### config.mk
export PLATFORM = sky130hd
export DESIGN_NAME = spi_hold_frontend
export DESIGN_NICKNAME = d
export VERILOG_FILES = /design/src/rtl/spi_fe_pkg.sv /design/src/rtl/spi_fe_sync.sv /design/src/rtl/spi_fe_rx.sv /design/src/rtl/spi_fe_tx.sv /design/src/rtl/spi_hold_frontend.sv
export SDC_FILE = /design/constraint.sdc
export NUM_CORES = 1
export LEC_CHECK = 0
export CORE_MARGIN = 5
export CORE_UTILIZATION = 38
export DETAILED_ROUTE_END_ITERATION = 6
export PLACE_DENSITY = 0.7
export SLEW_MARGIN = 30
export SYNTH_ARGS = -nofsm -noshare
export SYNTH_HDL_FRONTEND = slang
export SYNTH_SLANG_ARGS = --single-unit
### constraint.sdc
create_clock -name clk -period 2.35 [get_ports clk]
set_input_delay 0.47 -clock clk [delete_from_list [all_inputs] [get_ports clk]]
set_output_delay 0.47 -clock clk [all_outputs]
set_load 0.01 [all_outputs]
### src/rtl/spi_fe_pkg.sv
package spi_fe_pkg;
   // serial clock edges qualified by selection and pause state
   typedef struct packed {
      logic rise;
      logic fall;
   } sck_edge_t;
endpackage

### src/rtl/spi_fe_sync.sv
module spi_fe_sync #(
   parameter int WIDTH = 1,
   parameter int STAGES = 2,
   parameter logic [WIDTH-1:0] RST_VAL = '0
) (
   input  logic             clk,
   input  logic             rst_n,
   input  logic [WIDTH-1:0] d,
   output logic [WIDTH-1:0] q
);
   logic [STAGES-1:0][WIDTH-1:0] chain;

   for (genvar s = 0; s < STAGES; s++) begin : g_stage
      if (s == 0) begin : g_first
         always_ff @(posedge clk or negedge rst_n) begin
            if (!rst_n) chain[s] <= RST_VAL;
            else        chain[s] <= d;
         end
      end else begin : g_next
         always_ff @(posedge clk or negedge rst_n) begin
            if (!rst_n) chain[s] <= RST_VAL;
            else        chain[s] <= chain[s-1];
         end
      end
   end

   assign q = chain[STAGES-1];
endmodule

### src/rtl/spi_fe_rx.sv
module spi_fe_rx #(
   parameter int BYTE_W = 8,
   parameter int CNT_W = 12
) (
   input  logic              clk,
   input  logic              rst_n,
   input  logic              clr,
   input  logic              rise,
   input  logic              din,
   output logic [BYTE_W-1:0] byte_o,
   output logic              valid_o,
   output logic [CNT_W-1:0]  cnt_o
);
   localparam int IDX_W = $clog2(BYTE_W);
   localparam logic [IDX_W-1:0] LAST_IDX = IDX_W'(BYTE_W - 1);

   logic [BYTE_W-1:0] sr;

   always_ff @(posedge clk or negedge rst_n) begin
      if (!rst_n) begin
         sr      <= '0;
         cnt_o   <= '0;
         byte_o  <= '0;
         valid_o <= 1'b0;
      end else begin
         valid_o <= 1'b0;
         if (clr) begin
            sr    <= '0;
            cnt_o <= '0;
         end else if (rise) begin
            sr    <= {sr[BYTE_W-2:0], din};
            cnt_o <= cnt_o + 1'b1;
            if (cnt_o[IDX_W-1:0] == LAST_IDX) begin
               byte_o  <= {sr[BYTE_W-2:0], din};
               valid_o <= 1'b1;
            end
         end
      end
   end
endmodule

### src/rtl/spi_fe_tx.sv
module spi_fe_tx #(
   parameter int BYTE_W = 8,
   parameter int CNT_W = 12
) (
   input  logic              clk,
   input  logic              rst_n,
   input  logic              clr,
   input  logic              fall,
   input  logic [CNT_W-1:0]  cnt_i,
   input  logic [BYTE_W-1:0] byte_i,
   output logic              bit_o,
   output logic              load_o
);
   localparam int IDX_W = $clog2(BYTE_W);

   logic [BYTE_W-1:0] sr;
   logic              at_boundary;

   // a byte has just completed: count non-zero and on a byte edge
   assign at_boundary = (cnt_i != '0) && (cnt_i[IDX_W-1:0] == '0);

   always_ff @(posedge clk or negedge rst_n) begin
      if (!rst_n) begin
         sr     <= '0;
         load_o <= 1'b0;
      end else begin
         load_o <= 1'b0;
         if (clr) begin
            sr <= '0;
         end else if (fall) begin
            if (at_boundary) begin
               sr     <= byte_i;
               load_o <= 1'b1;
            end else begin
               sr <= {sr[BYTE_W-2:0], 1'b0};
            end
         end
      end
   end

   assign bit_o = sr[BYTE_W-1];
endmodule

### src/rtl/spi_hold_frontend.sv
module spi_hold_frontend
   import spi_fe_pkg::*;
#(
   parameter int BYTE_W = 8,
   parameter int CNT_W = 12,
   parameter int SYNC_STAGES = 2
) (
   input  logic              clk,
   input  logic              rst_n,
   input  logic              cs_n_i,
   input  logic              sck_i,
   input  logic              mosi_i,
   input  logic              hold_n_i,
   output logic              miso_o,
   output logic              miso_oe_o,
   output logic              selected_o,
   output logic              hold_active_o,
   output logic [BYTE_W-1:0] rx_byte_o,
   output logic              rx_valid_o,
   input  logic [BYTE_W-1:0] tx_byte_i,
   output logic              tx_load_o,
   output logic              frame_end_o,
   output logic [CNT_W-1:0]  frame_bits_o,
   output logic              frame_aligned_o
);
   localparam int IDX_W = $clog2(BYTE_W);
   // synchronizer lanes: {hold_n, mosi, sck, cs_n}
   localparam logic [3:0] SYNC_RST = 4'b1000;

   if (BYTE_W < 2 || (BYTE_W & (BYTE_W - 1)) != 0) begin : g_bad_byte_w
      $error("BYTE_W must be a power of two of at least 2");
   end
   if (CNT_W <= IDX_W) begin : g_bad_cnt_w
      $error("CNT_W must exceed log2(BYTE_W)");
   end
   if (SYNC_STAGES < 2) begin : g_bad_sync
      $error("SYNC_STAGES must be at least 2");
   end

   logic [3:0] sync_q;
   logic       cs_s, sck_s, mosi_s, hold_s;
   logic       cs_p, sck_p, sel_q, held_q;
   logic       clr, active;
   sck_edge_t  edge_c;
   logic [CNT_W-1:0] bit_cnt;

   // chip-select lane resets low, so a low level at reset never looks like a fall
   spi_fe_sync #(.WIDTH(4), .STAGES(SYNC_STAGES), .RST_VAL(SYNC_RST)) u_sync (
      .clk  (clk),
      .rst_n(rst_n),
      .d    ({hold_n_i, mosi_i, sck_i, cs_n_i}),
      .q    (sync_q)
   );
   assign {hold_s, mosi_s, sck_s, cs_s} = sync_q;

   assign clr         = cs_s | ~sel_q;
   assign active      = ~clr & ~held_q;
   assign edge_c.rise = active & sck_s & ~sck_p;
   assign edge_c.fall = active & ~sck_s & sck_p;

   always_ff @(posedge clk or negedge rst_n) begin
      if (!rst_n) begin
         cs_p            <= 1'b0;
         sck_p           <= 1'b0;
         sel_q           <= 1'b0;
         held_q          <= 1'b0;
         frame_end_o     <= 1'b0;
         frame_bits_o    <= '0;
         frame_aligned_o <= 1'b0;
      end else begin
         cs_p        <= cs_s;
         sck_p       <= sck_s;
         frame_end_o <= 1'b0;
         if (cs_p && !cs_s)  sel_q <= 1'b1;
         else if (cs_s)      sel_q <= 1'b0;
         if (sel_q && cs_s) begin
            frame_end_o     <= 1'b1;
            frame_bits_o    <= bit_cnt;
            frame_aligned_o <= (bit_cnt[IDX_W-1:0] == '0);
         end
         // pause follows the pin only while the serial clock is low
         if (clr)         held_q <= 1'b0;
         else if (!sck_s) held_q <= ~hold_s;
      end
   end

   spi_fe_rx #(.BYTE_W(BYTE_W), .CNT_W(CNT_W)) u_rx (
      .clk    (clk),
      .rst_n  (rst_n),
      .clr    (clr),
      .rise   (edge_c.rise),
      .din    (mosi_s),
      .byte_o (rx_byte_o),
      .valid_o(rx_valid_o),
      .cnt_o  (bit_cnt)
   );

   spi_fe_tx #(.BYTE_W(BYTE_W), .CNT_W(CNT_W)) u_tx (
      .clk   (clk),
      .rst_n (rst_n),
      .clr   (clr),
      .fall  (edge_c.fall),
      .cnt_i (bit_cnt),
      .byte_i(tx_byte_i),
      .bit_o (miso_o),
      .load_o(tx_load_o)
   );

   assign selected_o    = sel_q;
   assign hold_active_o = held_q;
   assign miso_oe_o     = sel_q & ~held_q;
endmodule

Word-level counts from Yosys, hierarchy flattened
Cells that the tools add are included.

Bits in registers: 63. Output and inout bits: 28. Logic and storage cells: 59.

Add/subtract/negate cells: 1. Eq/ne operators: 2. Multiplexer cells: 18. Bitwise gates (word level): 13. Reductions and logical operators: 10.

Operators with widths (count): $mux W12 (2); $mux W8 (3); $mux W7 (2); $add A12 B1 Y12 const B (1); $reduce_bool A12 Y1 (1); $mux W1 (11); $and A1 B1 Y1 (6); $not A1 Y1 (6); $reduce_bool A2 Y1 (3); $eq A3 B3 Y1 const B (1); $logic_and A1 B1 Y1 (3); $logic_not A3 Y1 (1); $reduce_and A3 Y1 (1); $ne A2 B2 Y1 const B (1); $logic_not A1 Y1 (1); $or A1 B1 Y1 (1).

Longest topological paths before layout
Word-level depth: 8. Mapped depth: 6.

Hierarchy
A second synthesis with hierarchy kept.

Cells, all modules: 223. Area total of the unflattened synthesis: 2752.6 µm².

Modules (own cells, without submodules): spi_fe_rx (instances 1, cells an instance 103, area each 1238.7 µm², sequential area each 700.7 µm²); spi_hold_frontend (instances 1, cells an instance 44, area each 709.4 µm², sequential area each 450.4 µm²); spi_fe_tx (instances 1, cells an instance 64, area each 571.8 µm², sequential area each 225.2 µm²); spi_fe_sync (instances 1, cells an instance 12, area each 232.7 µm², sequential area each 202.7 µm²).

Least setup slack after synthesis
No wires, ideal clock.

Kind: register to register. Start point: register held_q, in the netlist hold_active_o. End point: register u_rx.cnt_o[10]. Setup time: 78 ps. Arrival: 2023 ps. Path slack: 249 ps. Cell stages (with the launch flop): 6. Buffers on the path: 1. Cell sequence: dfrtp_1 -> or3b_1 -> buf_2 -> or4_4 -> or4_1 -> a21oi_1.

Word-level cells in the longest chain between the ends: 5.

RTL lines: start, declared (RTL line spi_hold_frontend.sv:42) `logic cs_p, sck_p, sel_q, held_q;`; start signal, assigned (RTL line spi_hold_frontend.sv:83) `else if (!sck_s) held_q <= ~hold_s;`; $not A1 Y1 (RTL line spi_hold_frontend.sv:57) `assign active = ~clr & ~held_q;`; $and A1 B1 Y1 (RTL line spi_hold_frontend.sv:57); $and A1 B1 Y1 (2 in series) (RTL line spi_hold_frontend.sv:58) `assign edge_c.rise = active & sck_s & ~sck_p;`; $reduce_bool A2 Y1 (no line); end signal, assigned (RTL line spi_fe_rx.sv:32) `cnt_o <= cnt_o + 1'b1;`; end, declared (RTL line spi_fe_rx.sv:12) `output logic [CNT_W-1:0] cnt_o`.

No other way between the ends. A chain may end at the register's enable or synchronous reset.

Worst setup path in the final report
Same ends and word-level chain as after synthesis.

==> metrics.md <==
| Metric | Value |
|---|---|
| Mapped cell area | 2510 um2 |
| Startpoint of the worst register-to-register path | hold_active_o |
| Crit-path cells | or3b_1 -> or4_4 -> or4_1 -> a21oi_1 |
| Req. time, crit path | roughly 2.6 ns |
| Avg Cell Area, Syn | 11.6 um2 |
| Area growth syn-to-layout | 27.3% |
| Initial Util | 0.394 |
| Post-synth top area share | 0.607 |
| Mapped Nets | 234 |
| Final Non-Filler Cells | ~350 |
| Register-to-register setup slack | 0.30 ns |
| Crit-path leading delay family | simple AND/OR/NAND/NOR gates |
| Ratio of cells with drive above 1 in the final layout | 0.141 |
| Via Count | 1753 |
| RSZ-0062 raised after global routing | no |
| Slowest cell delay on critical path | 0.53 ns |
| Port Buffers | 41 |
| Mean routed wirelength per cell | 14.1 um |
| ANT cells | 0 |
| Die Height | 91.3 um |
| Die Wd | ~91 um |
| Post-synth EDFFs | 0 |
| Main combinational cell family by area after synthesis | simple AND/OR/NAND/NOR gates |
| Final hold vios | 0 |
| Setup TNS | 0 ns |
| Synth Register Bits | 63 |
| Simple-gate share of the synthesized area | 0.151 |
| Fin crit period | 2.05 ns |
| Drt pass-1 iters | 4 |
| Ports | 42 |
| Post-CTS Setup Inserts | 0 |
| Setup ws final | roughly 0.30 ns |
| Top-count cell post-synth | dfrtp_1 |
| WL final | 4890 um |
| Final core utilization | 0.501 |
| Initial DRC count | 80 |
| Mapped Cells | 217 |
| Yosys top cell by area | dfrtp_1 |
| Detailed-placement wirelength estimate | 3410 um |
| Fillers | 594 |
| Die ar. | 8340 um2 |
| Setup CP Type | reg2reg |
| P_leak | roughly 1.4 nW |
| Final Cycle Share | 0.874 |
| Slew Viols, Final | 0 |
| DRC viols | 0 |
| Register area share after synthesis | 0.628 |
| CTS tree | done |
| Clock H-tree levels | 3 |
| Routed vias/inst | 5.07 |
| Vias in the first global route | 1783 |
| Antenna violations before repair | 0 |
| Most frequent cells after synthesis | 61 x dfrtp_1, 37 x nand2_1, 15 x mux2_2 |
| Synth area leaders | dfrtp_1 61%, mux2_2 6.7%, nand2_1 5.5%, mux2i_1 2.8%, a21oi_1 2.6% |
| Status | finished clean |
| Dpl cell area | between 3000 and 4000 um2 |
| FP Rows | 29 |
| Setup Viol. Count Final | 0 |
| Max Clock Freq | ~490 MHz |
| Final Instance Area | 3200 um2 |
| Compound-Gate Fraction of Synth Area | 0.0607 |
| Area of the multi-input gates | 885 um2 |
| Clock Latency Late Sink | 0.33 ns |
| Cells on worst reg2reg path | 4 |
| Worst setup path endpoint | u_rx.cnt_o[10] |
| Type of the most critical hold path | in2async |
| CTS Sinks | 63 |
| Peak VDD IR | a little over 400 uV |
| CTS clock-pin slew for the worst setup and hold paths | about 0.06 ns |
| Global placement routability congestion | 0.801 |
| Gr usage total | 0.127 |
| Worst Tran Pin Value | 0.616 ns |
| CP endpoint kind | register |
| Post-Synth XOR/XNOR Area | 0.0209 |
| CP max FO | 6 |
| Async SR Flop Fraction | 1.00 |
| Crit start category | register |
| Mux contribution to synthesized area | 0.104 |
| Slowest CP cell | or4_4 |
| Reg2reg end | u_rx.cnt_o[10] |
| Worst slack, placed | about 0.31 ns |
| Crit. path cell count | 4 |
| CP arrival | approximately 2.3 ns |
| Root Buffer | clkbuf_8 |
| Final ANT Viol Nets | 0 |
| FF+latch area | 1580 um2 |
| Fin nets | approximately 280 |
| Post-CTS sizing | 0 |
| Core ar. | 6390 um2 |
| Synth Area in Adders | 0.0149 |
| Netlist cell types | 33 |
| Grt ovf | 0 |
| Clock buffer count from CTS | 9 |
| Main synth FF type | dfrtp_1 |
| Worst Path Buf+Inv | 0 |
| CP startpoint | hold_active_o |
| Clock Skew | 0.00663 ns |
| Largest net degree at the start of global routing | 27 |
| Max_slew headroom | 0.588 |
| Number of hold buffers added after CTS | 0 |
| Clock tree buffer depth | 2 |
| First-pass GRT wire length | 8460 um |
| Yosys Warn Count | 0 |
| MaxCap Viol Count | 0 |
| Placed cell count | 333 |
| Power Dens Cells | roughly 630 nW/um2 |
## where the power goes
| part | leakage, nW | internal, mW | switching (mW) |
|---|---|---|---|
| combinational | 0.452 | 0.0459 | 0.0597 |
| clock | 0.0902 | 0.449 | 0.360 |
| sequential | 0.850 | 1.10 | 0.00997 |
## metrics by stage
stage | power [mW] | hold slack (ns)
global placement | 1.24 | 0.332
finish | 2.03 | 0.137
CTS | 2.06 | 0.145
detailed placement | 1.24 | 0.336
floorplan | 1.17 | 0.174
global route | 2.12 | 0.173
## registers in the layout, summed over array words and instances, names as in the netlist
register,cells
u_rx.valid_o,1
frame_end_o,1
cs_p,1
hold_active_o,1
u_tx.load_o,1
selected_o,1
frame_bits_o,12
u_tx.sr,8
frame_aligned_o,1
u_rx.byte_o,8
u_rx.cnt_o,12
u_rx.sr,7
u_sync.q,4
sck_p,1
u_sync.chain,4
## metal layers
layer	global-route usage	up-vias	wire, um
met2	0.186	54	2150
met3	0.0653	9	406
met1	0.162	847	2260
met5	0	-	0
met4	0.0403	0	68
li1	-	843	-
## logic make-up (layout without fill, tap and decap cells)
kind of cell	count (synthesis)	in the layout
fa+ha+maj	3	3
mux	24	24
flops	63	63
xor+xnor	6	6
buf+inv	13	65
simple gates	79	79
compound gates	29	29
## worst min path at each step
stage	endpoint	slack [ns]
global route	u_tx.sr[6]	0.17
floorplan	cs_p	0.17
detailed placement	u_sync.q[0]	0.34
finish	u_tx.sr[6]	0.14
global placement	u_sync.q[2]	0.33
CTS	u_tx.sr[6]	0.14
## placed cells by master, fill, tap and decap left out, drive strengths merged
cell,instances
or3b,1
and4,1
or3,1
nor3,1
nor2,13
clkbuf,12
mux2i,7
nor3b,2
xnor2,2
clkinv,1
nand4,5
nor4,4
nand3b,1
ha,3
buf,7
xor2,4
dfstp,2
a21oi,13
nand2,37
a22o,1
o31ai,1
clkdlybuf4s50,40
nand2b,2
mux2,17
and2,1
dfrtp,61
a31oi,1
nand3,2
o21ai,13
inv,5
nor2b,3
and3,3
or4,2
## area by class of cell
| cell class | instances | area share |
|---|---|---|
| clock buffer | 12 | 0.0516 |
| clock inverter | 1 | 0.00156 |
| inverter | 5 | 0.00587 |
| multi-input combinational | 141 | 0.276 |
| sequential | 63 | 0.494 |
| tap | 77 | 0.0301 |
| timing repair buffer | 47 | 0.141 |
No activity file was read; power rests on OpenSTA's default activity.
